**src/rtl/adc_grp_pkg.sv**
```systemverilog
package adc_grp_pkg;

    localparam int STICKY_W = 2;

    // bit positions inside the sticky flag word
    typedef enum int {
        STK_CAL  = 0,
        STK_WAKE = 1
    } stk_bit_e;

endpackage

```
**src/rtl/adc_grp_pick.sv**
```systemverilog
// Lowest-index-first selector over a request vector.
module adc_grp_pick #(
    parameter int N = 4,
    parameter int W = 2
) (
    input  logic [N-1:0] req,
    output logic         vld,
    output logic [W-1:0] idx
);

    logic [N:0]   below;
    logic [N-1:0] first;

    assign below[0] = 1'b0;

    for (genvar i = 0; i < N; i++) begin : g_chain
        assign first[i]     = req[i] & ~below[i];
        assign below[i + 1] = below[i] | req[i];
    end

    assign vld = below[N];

    always_comb begin
        idx = '0;
        for (int i = 0; i < N; i++) begin
            if (first[i]) idx = idx | W'(i);
        end
    end

endmodule

```
**src/rtl/adc_grp_sticky.sv**
```systemverilog
// Set-dominant, write-one-to-clear flag word.
module adc_grp_sticky #(
    parameter int W = 2
) (
    input  logic         clk,
    input  logic         rst_n,
    input  logic [W-1:0] set_i,
    input  logic [W-1:0] clr_i,
    output logic [W-1:0] flags_o
);

    logic [W-1:0] flags_d, flags_q;

    always_comb begin
        flags_d = (flags_q & ~clr_i) | set_i;
    end

    always_ff @(posedge clk or negedge rst_n) begin
        if (!rst_n) flags_q <= '0;
        else        flags_q <= flags_d;
    end

    assign flags_o = flags_q;

endmodule

```
**src/rtl/adc_grp_ctrl.sv**
```systemverilog
module adc_grp_ctrl #(
    parameter  int NUM_GRP = 4,
    parameter  int CH_W    = 5,
    parameter  int RES_W   = 12,
    localparam int GW      = (NUM_GRP > 1) ? $clog2(NUM_GRP) : 1
) (
    input  logic               clk,
    input  logic               rst_n,
    input  logic               hw_mode,
    input  logic               cont_en,
    input  logic               ovwr_en,
    input  logic               dma_en,
    input  logic               wr_en,
    input  logic [GW-1:0]      wr_grp,
    input  logic [CH_W-1:0]    wr_chan,
    input  logic               wr_ie,
    input  logic               rd_en,
    input  logic [GW-1:0]      rd_grp,
    output logic [RES_W-1:0]   rd_data,
    input  logic [NUM_GRP-1:0] hw_trig,
    output logic               conv_start,
    output logic [CH_W-1:0]    conv_chan,
    input  logic               conv_done,
    input  logic [RES_W-1:0]   conv_result,
    output logic               busy,
    output logic [GW-1:0]      active_grp,
    output logic [NUM_GRP-1:0] done_flags,
    output logic               irq,
    output logic               dma_req,
    input  logic               cal_fail_set,
    input  logic               wake_set,
    input  logic [1:0]         sticky_clr,
    output logic [1:0]         sticky_flags
);

    import adc_grp_pkg::*;

    localparam logic [NUM_GRP-1:0] GRP0_ONLY = NUM_GRP'(1);

    typedef struct packed {
        logic                           busy;
        logic [GW-1:0]                  act;
        logic [NUM_GRP-1:0]             pend;
        logic [NUM_GRP-1:0]             flag;
        logic [NUM_GRP-1:0]             ie;
        logic [NUM_GRP-1:0][CH_W-1:0]   chan;
        logic [NUM_GRP-1:0][RES_W-1:0]  res;
        logic                           irq;
        logic                           dma;
    } st_t;

    st_t s_d, s_q;

    logic [NUM_GRP-1:0] launch_mask;
    logic               pick_vld;
    logic [GW-1:0]      pick_idx;
    logic               wr_ok;
    logic               wr_hit_act;
    logic               fin;
    logic [STICKY_W-1:0] stk_set;

    // software mode only ever launches group 0
    assign launch_mask = hw_mode ? s_q.pend : (s_q.pend & GRP0_ONLY);

    adc_grp_pick #(.N(NUM_GRP), .W(GW)) pick_i (
        .req (launch_mask),
        .vld (pick_vld),
        .idx (pick_idx)
    );

    assign wr_ok      = wr_en && (int'(wr_grp) < NUM_GRP);
    assign wr_hit_act = wr_ok && s_q.busy && (wr_grp == s_q.act);
    assign fin        = s_q.busy && conv_done && !wr_hit_act;

    assign conv_start = !s_q.busy && pick_vld;
    assign conv_chan  = s_q.chan[pick_idx];

    always_comb begin
        s_d     = s_q;
        s_d.irq = 1'b0;
        s_d.dma = 1'b0;

        // stale hardware requests are dropped in software mode
        if (!hw_mode) s_d.pend = s_d.pend & GRP0_ONLY;

        if (conv_start) begin
            s_d.busy           = 1'b1;
            s_d.act            = pick_idx;
            s_d.pend[pick_idx] = 1'b0;
        end

        // triggers arriving now form the next one-deep queue entry
        if (hw_mode) s_d.pend = s_d.pend | hw_trig;

        // read clear comes before a store so a new result wins
        if (rd_en && (int'(rd_grp) < NUM_GRP)) s_d.flag[rd_grp] = 1'b0;

        if (fin) begin
            s_d.busy = 1'b0;
            if (!s_q.flag[s_q.act] || ovwr_en) begin
                s_d.res[s_q.act]  = conv_result;
                s_d.flag[s_q.act] = 1'b1;
                s_d.irq           = s_q.ie[s_q.act];
                s_d.dma           = dma_en;
            end
            if (cont_en) s_d.pend[s_q.act] = 1'b1;
        end

        if (wr_ok) begin
            s_d.chan[wr_grp] = wr_chan;
            s_d.ie[wr_grp]   = wr_ie;
            s_d.flag[wr_grp] = 1'b0;
            if (wr_hit_act) s_d.busy = 1'b0;
            if (!hw_mode && (wr_grp == '0)) s_d.pend[0] = 1'b1;
        end
    end

    always_ff @(posedge clk or negedge rst_n) begin
        if (!rst_n) s_q <= '0;
        else        s_q <= s_d;
    end

    always_comb begin
        stk_set           = '0;
        stk_set[STK_CAL]  = cal_fail_set;
        stk_set[STK_WAKE] = wake_set;
    end

    adc_grp_sticky #(.W(STICKY_W)) sticky_i (
        .clk     (clk),
        .rst_n   (rst_n),
        .set_i   (stk_set),
        .clr_i   (sticky_clr),
        .flags_o (sticky_flags)
    );

    assign rd_data    = s_q.res[rd_grp];
    assign busy       = s_q.busy;
    assign active_grp = s_q.act;
    assign done_flags = s_q.flag;
    assign irq        = s_q.irq;
    assign dma_req    = s_q.dma;

endmodule

```
**config.mk**
```make
export PLATFORM = sky130hd
export DESIGN_NAME = adc_grp_ctrl
export DESIGN_NICKNAME = d
export VERILOG_FILES = /design/src/rtl/adc_grp_pkg.sv /design/src/rtl/adc_grp_pick.sv /design/src/rtl/adc_grp_sticky.sv /design/src/rtl/adc_grp_ctrl.sv
export SDC_FILE = /design/constraint.sdc
export NUM_CORES = 1
export LEC_CHECK = 0
export ABC_CLOCK_PERIOD_IN_PS = 1800
export BUFFER_PORTS_ARGS = -buffer_cell sky130_fd_sc_hd__buf_2
export CORE_ASPECT_RATIO = 1.4
export CORE_MARGIN = 2
export CORE_UTILIZATION = 30
export DETAILED_ROUTE_END_ITERATION = 10
export SLEW_MARGIN = 20
export SYNTH_ARGS = -nofsm -noshare
export SYNTH_HDL_FRONTEND = slang
export SYNTH_SLANG_ARGS = --single-unit
```
**constraint.sdc**
```tcl
create_clock -name clk -period 1.8 [get_ports clk]
set_input_delay 0.09 -clock clk [delete_from_list [all_inputs] [get_ports clk]]
set_output_delay 0.09 -clock clk [all_outputs]
set_load 0.03 [all_outputs]
```
==> metrics.txt <==
FF-to-FF setup slack=~16 ps; Final Setup Violations=0; R2R Path Start=active_grp[0]$_DFFE_PN0N_; Port Buffers=67; Worst Path Required=~2000 ps; post-layout util=between 30% and 40%; critical path launch point type=register; Hold Crit Endpoint=s_q[81]$_DFF_PN0_; Gate Count Post-Synth=278; H-tree Lvls=3; minimum clock period=1780 ps; Final HPWL DP=around 6.4 mm; Sink Count=87; unrepaired setup endpoints after global routing=yes; Vias=2655; final wirelength=9.33 mm; deepest clock path buffer count=2; Area Growth Syn to Fin=29.5%; global-route wire length before repair=15.0 mm; Slew Limit Fails=0; VDD IR max=between 700 and 800 uV; Starting DRT DRC Count=107; gr ovfl total=0; Worst setup EP type=register; Final Cycle Share=99.1%; fillers=around 1300; Fin. Hold Viols=0; fin worst setup slack=16.3 ps; Pleak=2.34 nW; DRT antenna net count=0; Die Wd=101 um; max_cap viols=0; Setup Skew=6.85 ps; layout cell share with drive strength beyond 1=50.8%; CORE AREA=approximately 0.013 mm2; vias per cell=4.82; DR WL/cell=between 15 and 20 um; Mapped Area=0.00399 mm2; Post-Syn Nets=317; power per cell area=around 1500 mW/mm2; antenna violations before repair=1; Worst Path Max Fanout=13; FMAX=0.561 GHz; Die Footprint=0.0142 mm2; sequential share of the synthesized area=54.6%; DR DRC count=0; Syn Area/Cell=14.3 um2; Yosys reg bits=a little under 90; io pins=68; CTS tree=built; Worst R2R Path Depth=5; Clock transition at path regs=60 ps; layout net count=406; hold path depth=3; Yosys warning total=0; storage element area=around 0.0022 mm2; worst path arrival time=2010 ps; Placed Area=0.00460 mm2; footprint of the multi-input gates=0.00175 mm2; worst relative slew slack=64.5%; chip height=140 um; Final GP Congestion=0.791; worst skew pair latency=340 ps; worst setup path category=reg -> reg; FP Rows=between 40 and 50; initial core utilization=30.8%; vias in the first global route=approximately 2800; type of the most critical hold path=in -> reg; critical hold path startpoint=hw_trig[3]; router iterations before antenna repair=4; CTS buffer count=9; pre-CTS setup slack=30.8 ps; Worst Tran Pin Value=532 ps; worst flop-to-flop path endpoint=s_q[47]$_DFFE_PN0P_; largest net degree at the start of global routing=43; Yosys cell types=36; Tot GR Track Use=13.9%; Clock Tree Root=clkbuf_16; cell area after layout=0.00516 mm2; outcome=complete, no violations
==> Yosys cell counts, drive strengths merged <==
cell / count / area, um2
mux4: 13 / 293
clkbuf: 2 / 7.51
nor3: 3 / 15.0
nor2b: 1 / 6.26
o31ai: 1 / 21.3
a31o: 2 / 17.5
nor3b: 1 / 12.5
o21ai: 11 / 55.1
o21a: 1 / 7.51
o31a: 1 / 8.76
nand2: 9 / 33.8
nand3: 3 / 15.0
nand3b: 5 / 37.5
o311ai: 1 / 8.76
inv: 7 / 26.3
o2bb2ai: 2 / 17.5
or3: 1 / 6.26
a311oi: 1 / 8.76
mux2: 73 / 822
a21oi: 3 / 15.0
buf: 15 / 106
a22oi: 5 / 37.5
a211o: 2 / 17.5
o22ai: 7 / 43.8
a21o: 3 / 22.5
xor2: 2 / 32.5
dfrtp: 87 / 2180
mux2i: 2 / 20.0
nand2b: 5 / 31.3
nor2: 2 / 7.51
a211oi: 2 / 25.0
and2: 3 / 18.8
or2: 2 / 12.5
==> state kept, by name, summed over array words and instances, names as in the netlist <==
signal / count
dma_req: 1
s_q: 76
sticky_i.flags_o: 2
irq: 1
busy: 1
done_flags: 4
active_grp: 2
==> routing by layer <==
layer	track usage (%)	wire length, um	up-vias
met5	0	0	-
met4	4.69	150	0
met3	4.24	489	13
met2	22.3	4600	81
met1	17.6	4080	1359
li1	-	-	1202
==> layout by cell type (no fill, tap or decap), drive strengths merged, types with 5 or more instances in the layout <==
| cell | instances |
|---|---|
| dfrtp | 87 |
| buf | 85 |
| mux2 | 73 |
| mux4 | 13 |
| clkbuf | 12 |
| o21ai | 11 |
| dlygate4sd3 | 10 |
| nand2 | 9 |
| inv | 7 |
| o22ai | 7 |
| nand3b | 5 |
| a22oi | 5 |
| nand2b | 5 |
==> worst max-delay path by stage <==
stage          slack (ps)  cells past startpoint                  end                      start
6_report               20                      5  s_q[47]$_DFFE_PN0P_  active_grp[0]$_DFFE_PN0N_
5_1_grt               -60                      5  s_q[41]$_DFFE_PN0P_  active_grp[0]$_DFFE_PN0N_
4_1_cts                -3                      5         conv_chan[3]          s_q[80]$_DFF_PN0_
3_5_place_dp           30                      5  s_q[47]$_DFFE_PN0P_  active_grp[0]$_DFFE_PN0N_
3_3_place_gp           50                      5  s_q[48]$_DFFE_PN0P_  active_grp[0]$_DFFE_PN0N_
2_1_floorplan         -20                      6  s_q[43]$_DFFE_PN0P_  active_grp[0]$_DFFE_PN0N_
==> power by group <==
group	switching, mW	total, mW	internal (mW)
Sequential	0.362	2.95	2.58
Combinational	1.40	2.69	1.29
Clock	0.765	2.06	1.30
Total	2.53	7.69	5.17
==> worst max-delay path, stage by stage (launching register included) <==
cell     delay [ps]
dfrtp_1         420
xor2_2          200
o31ai_4         360
a211o_1         190
buf_12          160
mux2_2          340
==> logic make-up (layout without fill, tap and decap cells) <==
family | Yosys count | count (layout) | synth area share (%)
AO/OA/AOI/OAI | 42 | 42 | 7.69
XOR/XNOR | 2 | 2 | 0.816
buffers and inverters | 24 | 118 | 3.51
flip-flops | 87 | 87 | 54.6
multiplexers | 88 | 88 | 28.5
other | 0 | 1 | 0
AND/OR/NAND/NOR | 35 | 35 | 4.93
==> cell type report <==
type	instances	area share, %
Inverter	7	0.509
Sequential cell	87	42.2
Multi-Input combinational cell	167	33.8
Tap cell	178	4.31
Timing Repair Buffer	95	12.6
Clock inverter	4	1.50
Antenna cell	1	0.0484
Clock buffer	12	4.97
==> what timing repair did <==
item                                   CTS  global route
pin swaps                                1             5
hold buffers                            10             0
gates resized for setup                 10            21
endpoints found under the hold margin   44             0
buffers inserted                         2             4
setup endpoints to repair                6            20
==> through the flow <==
stage	setup TNS [ps]	power [mW]	hold slack (ps)	std cells
detailed placement	0	5.54	88.2	518
finish	0	7.69	9.09	551
floorplan	-246	4.80	-206	278
global route	-774	8.13	8.95	550
global placement	0	5.44	81.4	518
CTS	-3.25	7.69	1.22	546
(Power assumes the default switching activity.)
